`src/rtl/rsv_pkg.sv`:
```
package rsv_pkg;

  localparam int unsigned STAT_W = 4;

  // condition code: bit1 = store performed, bit0 = overflow summary copy
  function automatic logic [STAT_W-1:0] status_code(input logic hit, input logic so);
    logic [STAT_W-1:0] s;
    s    = '0;
    s[1] = hit;
    s[0] = so;
    return s;
  endfunction

  function automatic logic addr_hit(input logic live, input logic len_ok,
                                    input logic [31:0] saved, input logic [31:0] cur);
    return live && len_ok && (saved == cur);
  endfunction

endpackage

```
`src/rtl/rsv_store.sv`:
```
module rsv_store #(
  parameter int unsigned AW    = 32,
  parameter int unsigned LW    = 4,
  parameter int unsigned BYTES = 4
) (
  input  logic          clk,
  input  logic          rst_n,
  input  logic          set_i,
  input  logic          clr_i,
  input  logic [AW-1:0] addr_i,
  output logic          live_o,
  output logic [LW-1:0] len_o,
  output logic [AW-1:0] addr_o
);
  localparam logic [LW-1:0] LEN_VAL = LW'(BYTES);

  always_ff @(posedge clk) begin
    if (!rst_n) begin
      live_o <= 1'b0;
      len_o  <= '0;
      addr_o <= '0;
    end else if (set_i) begin
      live_o <= 1'b1;
      len_o  <= LEN_VAL;
      addr_o <= addr_i;
    end else if (clr_i) begin
      live_o <= 1'b0;
      len_o  <= '0;
    end
  end
endmodule

```
`src/rtl/rsv_check.sv`:
```
module rsv_check #(
  parameter int unsigned AW    = 32,
  parameter int unsigned LW    = 4,
  parameter int unsigned BYTES = 4
) (
  input  logic          live_i,
  input  logic [LW-1:0] len_i,
  input  logic [AW-1:0] saved_i,
  input  logic [AW-1:0] cur_i,
  output logic          hit_o
);
  localparam logic [LW-1:0] LEN_VAL = LW'(BYTES);
  logic [31:0] saved_w;
  logic [31:0] cur_w;

  always_comb begin
    saved_w = 32'(saved_i);
    cur_w   = 32'(cur_i);
    hit_o   = rsv_pkg::addr_hit(live_i, len_i == LEN_VAL, saved_w, cur_w);
  end
endmodule

```
`src/rtl/rsv_result.sv`:
```
module rsv_result #(
  parameter int unsigned SW = 4
) (
  input  logic          clk,
  input  logic          rst_n,
  input  logic          fire_i,
  input  logic          hit_i,
  input  logic          so_i,
  output logic          done_o,
  output logic          wr_o,
  output logic [SW-1:0] stat_o
);
  always_ff @(posedge clk) begin
    if (!rst_n) begin
      done_o <= 1'b0;
      wr_o   <= 1'b0;
      stat_o <= '0;
    end else begin
      done_o <= fire_i;
      wr_o   <= fire_i && hit_i;
      stat_o <= fire_i ? SW'(rsv_pkg::status_code(hit_i, so_i)) : '0;
    end
  end
endmodule

```
`src/rtl/rsv_monitor.sv`:
```
module rsv_monitor #(
  parameter int unsigned AW    = 32,
  parameter int unsigned LW    = 4,
  parameter int unsigned BYTES = 4
) (
  input  logic                      clk,
  input  logic                      rst_n,
  input  logic                      lr_req,
  input  logic                      sc_req,
  input  logic [AW-1:0]             eff_addr,
  input  logic                      so_flag,
  input  logic                      inval,
  output logic                      sc_done,
  output logic                      sc_wr_en,
  output logic [rsv_pkg::STAT_W-1:0] sc_status,
  output logic                      rsv_valid,
  output logic [AW-1:0]             rsv_addr
);
  // named internal events
  logic          lr_take;
  logic          sc_take;
  logic          clr_evt;
  logic          hit_now;
  logic [LW-1:0] rsv_len;

  assign lr_take = lr_req;
  assign sc_take = sc_req;
  assign clr_evt = sc_req || inval;

  rsv_store #(.AW(AW), .LW(LW), .BYTES(BYTES)) u_store (
    .clk(clk), .rst_n(rst_n), .set_i(lr_take), .clr_i(clr_evt),
    .addr_i(eff_addr), .live_o(rsv_valid), .len_o(rsv_len), .addr_o(rsv_addr)
  );

  rsv_check #(.AW(AW), .LW(LW), .BYTES(BYTES)) u_check (
    .live_i(rsv_valid), .len_i(rsv_len), .saved_i(rsv_addr),
    .cur_i(eff_addr), .hit_o(hit_now)
  );

  rsv_result #(.SW(rsv_pkg::STAT_W)) u_result (
    .clk(clk), .rst_n(rst_n), .fire_i(sc_take), .hit_i(hit_now),
    .so_i(so_flag), .done_o(sc_done), .wr_o(sc_wr_en), .stat_o(sc_status)
  );
endmodule

```
`config.mk`:
```
export PLATFORM = sky130hd
export DESIGN_NAME = rsv_monitor
export DESIGN_NICKNAME = d
export VERILOG_FILES = /design/src/rtl/rsv_pkg.sv /design/src/rtl/rsv_store.sv /design/src/rtl/rsv_check.sv /design/src/rtl/rsv_result.sv /design/src/rtl/rsv_monitor.sv
export SDC_FILE = /design/constraint.sdc
export NUM_CORES = 1
export LEC_CHECK = 0
export ABC_CLOCK_PERIOD_IN_PS = 1810
export CELL_PAD_IN_SITES_DETAIL_PLACEMENT = 2
export CELL_PAD_IN_SITES_GLOBAL_PLACEMENT = 2
export CORE_MARGIN = 2
export CORE_UTILIZATION = 24
export DETAILED_ROUTE_END_ITERATION = 8
export PLACE_DENSITY = 0.89
export SYNTH_ARGS = -nofsm -noshare
export SYNTH_HDL_FRONTEND = slang
export SYNTH_SLANG_ARGS = --single-unit
```
`constraint.sdc`:
```
create_clock -name clk -period 1.81 [get_ports clk]
set_clock_uncertainty 0.2 [all_clocks]
set_input_delay 0.362 -clock clk [delete_from_list [all_inputs] [get_ports clk]]
set_output_delay 0.362 -clock clk [all_outputs]
set_load 0.1 [all_outputs]
```
==> run summary <==
status -> completed
Hold WS -> 0.2058 ns
min Tclk post-route -> 1.748 ns
dpl cells -> 329
Vias -> 1448
nets@finish -> 278
share of power burned in registers -> 38.6%
Post-CTS Setup Inserts -> 0
# rows -> 30
WP data arrival -> 1.76 ns
area of the multi-input gates -> 999.7 um2
Clock transition at path regs -> 0.08 ns
Slew Limit Fails -> 0
initial antenna violation count -> 0
Cell Pwr Density -> 751.9 nW/um2
Syn-to-layout area delta -> 88.30%
Diodes inserted -> 0
worst hold endpoint -> u_store.addr_o[25]
Avg Synthesized Cell Area -> 10.62 um2
Total GRT Usage -> 13.10%
Final period util -> 96.60%
crit-path cells -> clkdlybuf4s50_1 > and2_4 > nand3_2 > or4_4 > nor3_1
fill count -> 687
RSZ-0062 raised after global routing -> false
Worst setup EP type -> register
Tot Pwr -> 2.421 mW
Crit Reg-Reg Startpoint -> u_store.addr_o[17]
Detail Route Antenna Nets -> 0
Cell Int Power -> 1.558 mW
Max VDD drop -> 0.3705 mV
synth warn -> 0
worst slack, placed -> -0.3081 ns
share of layout cells above drive strength 1 -> 39.42%
Seq/Total Area, Yosys -> 43.31%
Final Non-Filler Cells -> 337
most frequent cells after synthesis -> 37 x dfxtp_1, 33 x nor2b_1, 32 x mux2i_1
reg2reg end -> u_result.wr_o
CTS buffer count -> 5
CTS Hold Bufs -> 0
cell taking the most area after synthesis -> dfxtp_1
most common cell in the netlist -> dfxtp_1
post-synth cell types -> 19
total net switching power -> 0.8630 mW
top-area cell type share of the netlist area -> 43.31%
HPWL Detailed -> 3964 um
startpoint types -> input pin
Clock Power Share -> 26.6%
Post-Syn Area -> 1710 um2
R2R depth -> 4
Die Y -> 88.42 um
clk sinks -> 37
reg2reg setup slack -> 0.15 ns
slowest cell on the critical path -> or4_4
DRT Wirelength -> 5255 um
vias per cell -> 4.297
GPL Wtd Cong -> 0.6971
Sw Ratio -> 35.64%
initial core utilization -> 25.04%
number of global-route vias before repair -> 1616
CTS Root Cell -> clkbuf_8
FF+latch count, synth -> 37
CTS tree -> done
largest net degree at the start of global routing -> 35
FMAX -> 571.9 MHz
worst hold path type -> in2reg
Post-synth EDFFs -> 0
cells after synthesis -> 161
ys flop type -> dfxtp_1
hold path start -> eff_addr[25]
global-route wire length before repair -> 7672 um
Combinational Power Share -> 34.8%
Final Hold Viols -> 0
die width -> 88.42 um
Die Footprint -> 7818 um2
Ports -> 77
WL/cell -> 15.59 um
fin area -> 3221 um2
CP required -> 1.82 ns
top cells by area, synth -> dfxtp_1 43%, mux2i_1 19%, nor2b_1 12%, xnor2_1 8.2%, xor2_1 8.2%
slowest stage delay, CP -> 0.51 ns
hold depth -> 3
Port Buf Inserts -> 74
kind of critical path -> in2reg
clock buffer depth -> 2
fin worst setup slack -> 0.06152 ns
DRC viols -> 0
asr flop ratio synth -> 0%
Final setup viols -> 0
Worst-Skew Late Latency -> 0.29 ns
register area -> 790.8 um2
number of max-cap violations -> 0
total core area -> 6832 um2
grt ovf -> 0
leakage power -> 1.468 nW
First-pass DRT Iterations -> 4
H-Tree Depth -> 2
dpl cell area -> 2999 um2
critical path peak fanout -> 2
DR iter-0 viols -> 28
## cell usage in the layout (no fill, tap or decap), drive strengths merged
| cell type | instances |
|---|---|
| buf | 44 |
| dfxtp | 37 |
| nor2b | 33 |
| mux2i | 32 |
| dlymetal6s2s | 18 |
| clkdlybuf4s50 | 18 |
| xor2 | 16 |
| xnor2 | 16 |
| clkbuf | 7 |
| nand4 | 4 |
| nor4 | 4 |
| conb | 2 |
| nand3 | 2 |
| nor3 | 2 |
| and3 | 1 |
| nor2 | 1 |
| a21oi | 1 |
| and2 | 1 |
| or4 | 1 |
| clkinv | 1 |
## power by group through the flow
stage	Clock, mW	Sequential, mW	Combinational, mW
finish	0.644	0.934	0.843
detailed placement	0	0.950	0.840
floorplan	0	1.25	0.179
CTS	0.676	0.933	0.842
global route	0.710	0.941	0.878
global placement	0	0.947	0.824
## timing repair
action                     CTS  global route
setup endpoints to repair    1             2
pin swaps                    0             9
cloned                       0             0
gates resized for setup      1            28
## through the flow
| stage | utilization, % | TNS (ns) |
|---|---|---|
| after floorplan | - | 0 |
| after global placement | 43.90 | -0.5897 |
| after detailed placement | 43.90 | -0.5855 |
| after CTS | 45.46 | 0 |
| after global routing | 47.14 | 0 |
| final | 47.14 | 0 |
## cell families after synthesis
family                    synth area share (%)
buffers and inverters                    2.853
DFF                                      43.31
AOI/OAI and AO/OA                       0.2923
other                                   0.2192
and+or+nand+nor                          18.21
xor gates and xnor gates                 16.39
muxes                                    18.73
## flip-flops by register name, indices dropped and copies added (netlist names)
register         cells
u_store.addr_o      32
u_result.stat_o      2
u_result.done_o      1
u_result.wr_o        1
u_store.len_o        1
## cell type report
| cell class | count | share of cell area, % |
|---|---|---|
| flip-flops and latches | 37 | 24.55 |
| well taps | 96 | 3.730 |
| clock inverters | 1 | 0.1554 |
| clock buffers | 7 | 2.991 |
| multi-input cells | 116 | 31.04 |
| repair buffers | 80 | 37.53 |
## worst max path at each step
| stage | end | cells after the start | slack, ns | startpoint |
|---|---|---|---|---|
| 3_5_place_dp | u_result.stat_o[1] | 5 | -0.31 | eff_addr[27] |
| 6_report | u_result.wr_o | 5 | 0.06 | sc_req |
| 5_1_grt | u_result.wr_o | 6 | 0.01 | eff_addr[22] |
| 3_3_place_gp | u_result.stat_o[1] | 6 | -0.29 | eff_addr[18] |
| 2_1_floorplan | u_result.stat_o[1] | 4 | 0.02 | u_store.addr_o[16] |
| 4_1_cts | u_result.wr_o | 5 | 0.01 | eff_addr[27] |
## critical path, delay by kind of cell
family                 cells  cell delay [ns]
buffers and inverters      1             0.49
AND/OR/NAND/NOR            4             0.90
## layer usage
metal / share of wire, % / global-route usage (%)
met2: 57 / 25.29
met1: 37 / 14.08
met3: 4.9 / 3.358
met5: 0 / 0
met4: 0.72 / 3.306
Note: power is estimated with default switching activity, not from simulation.
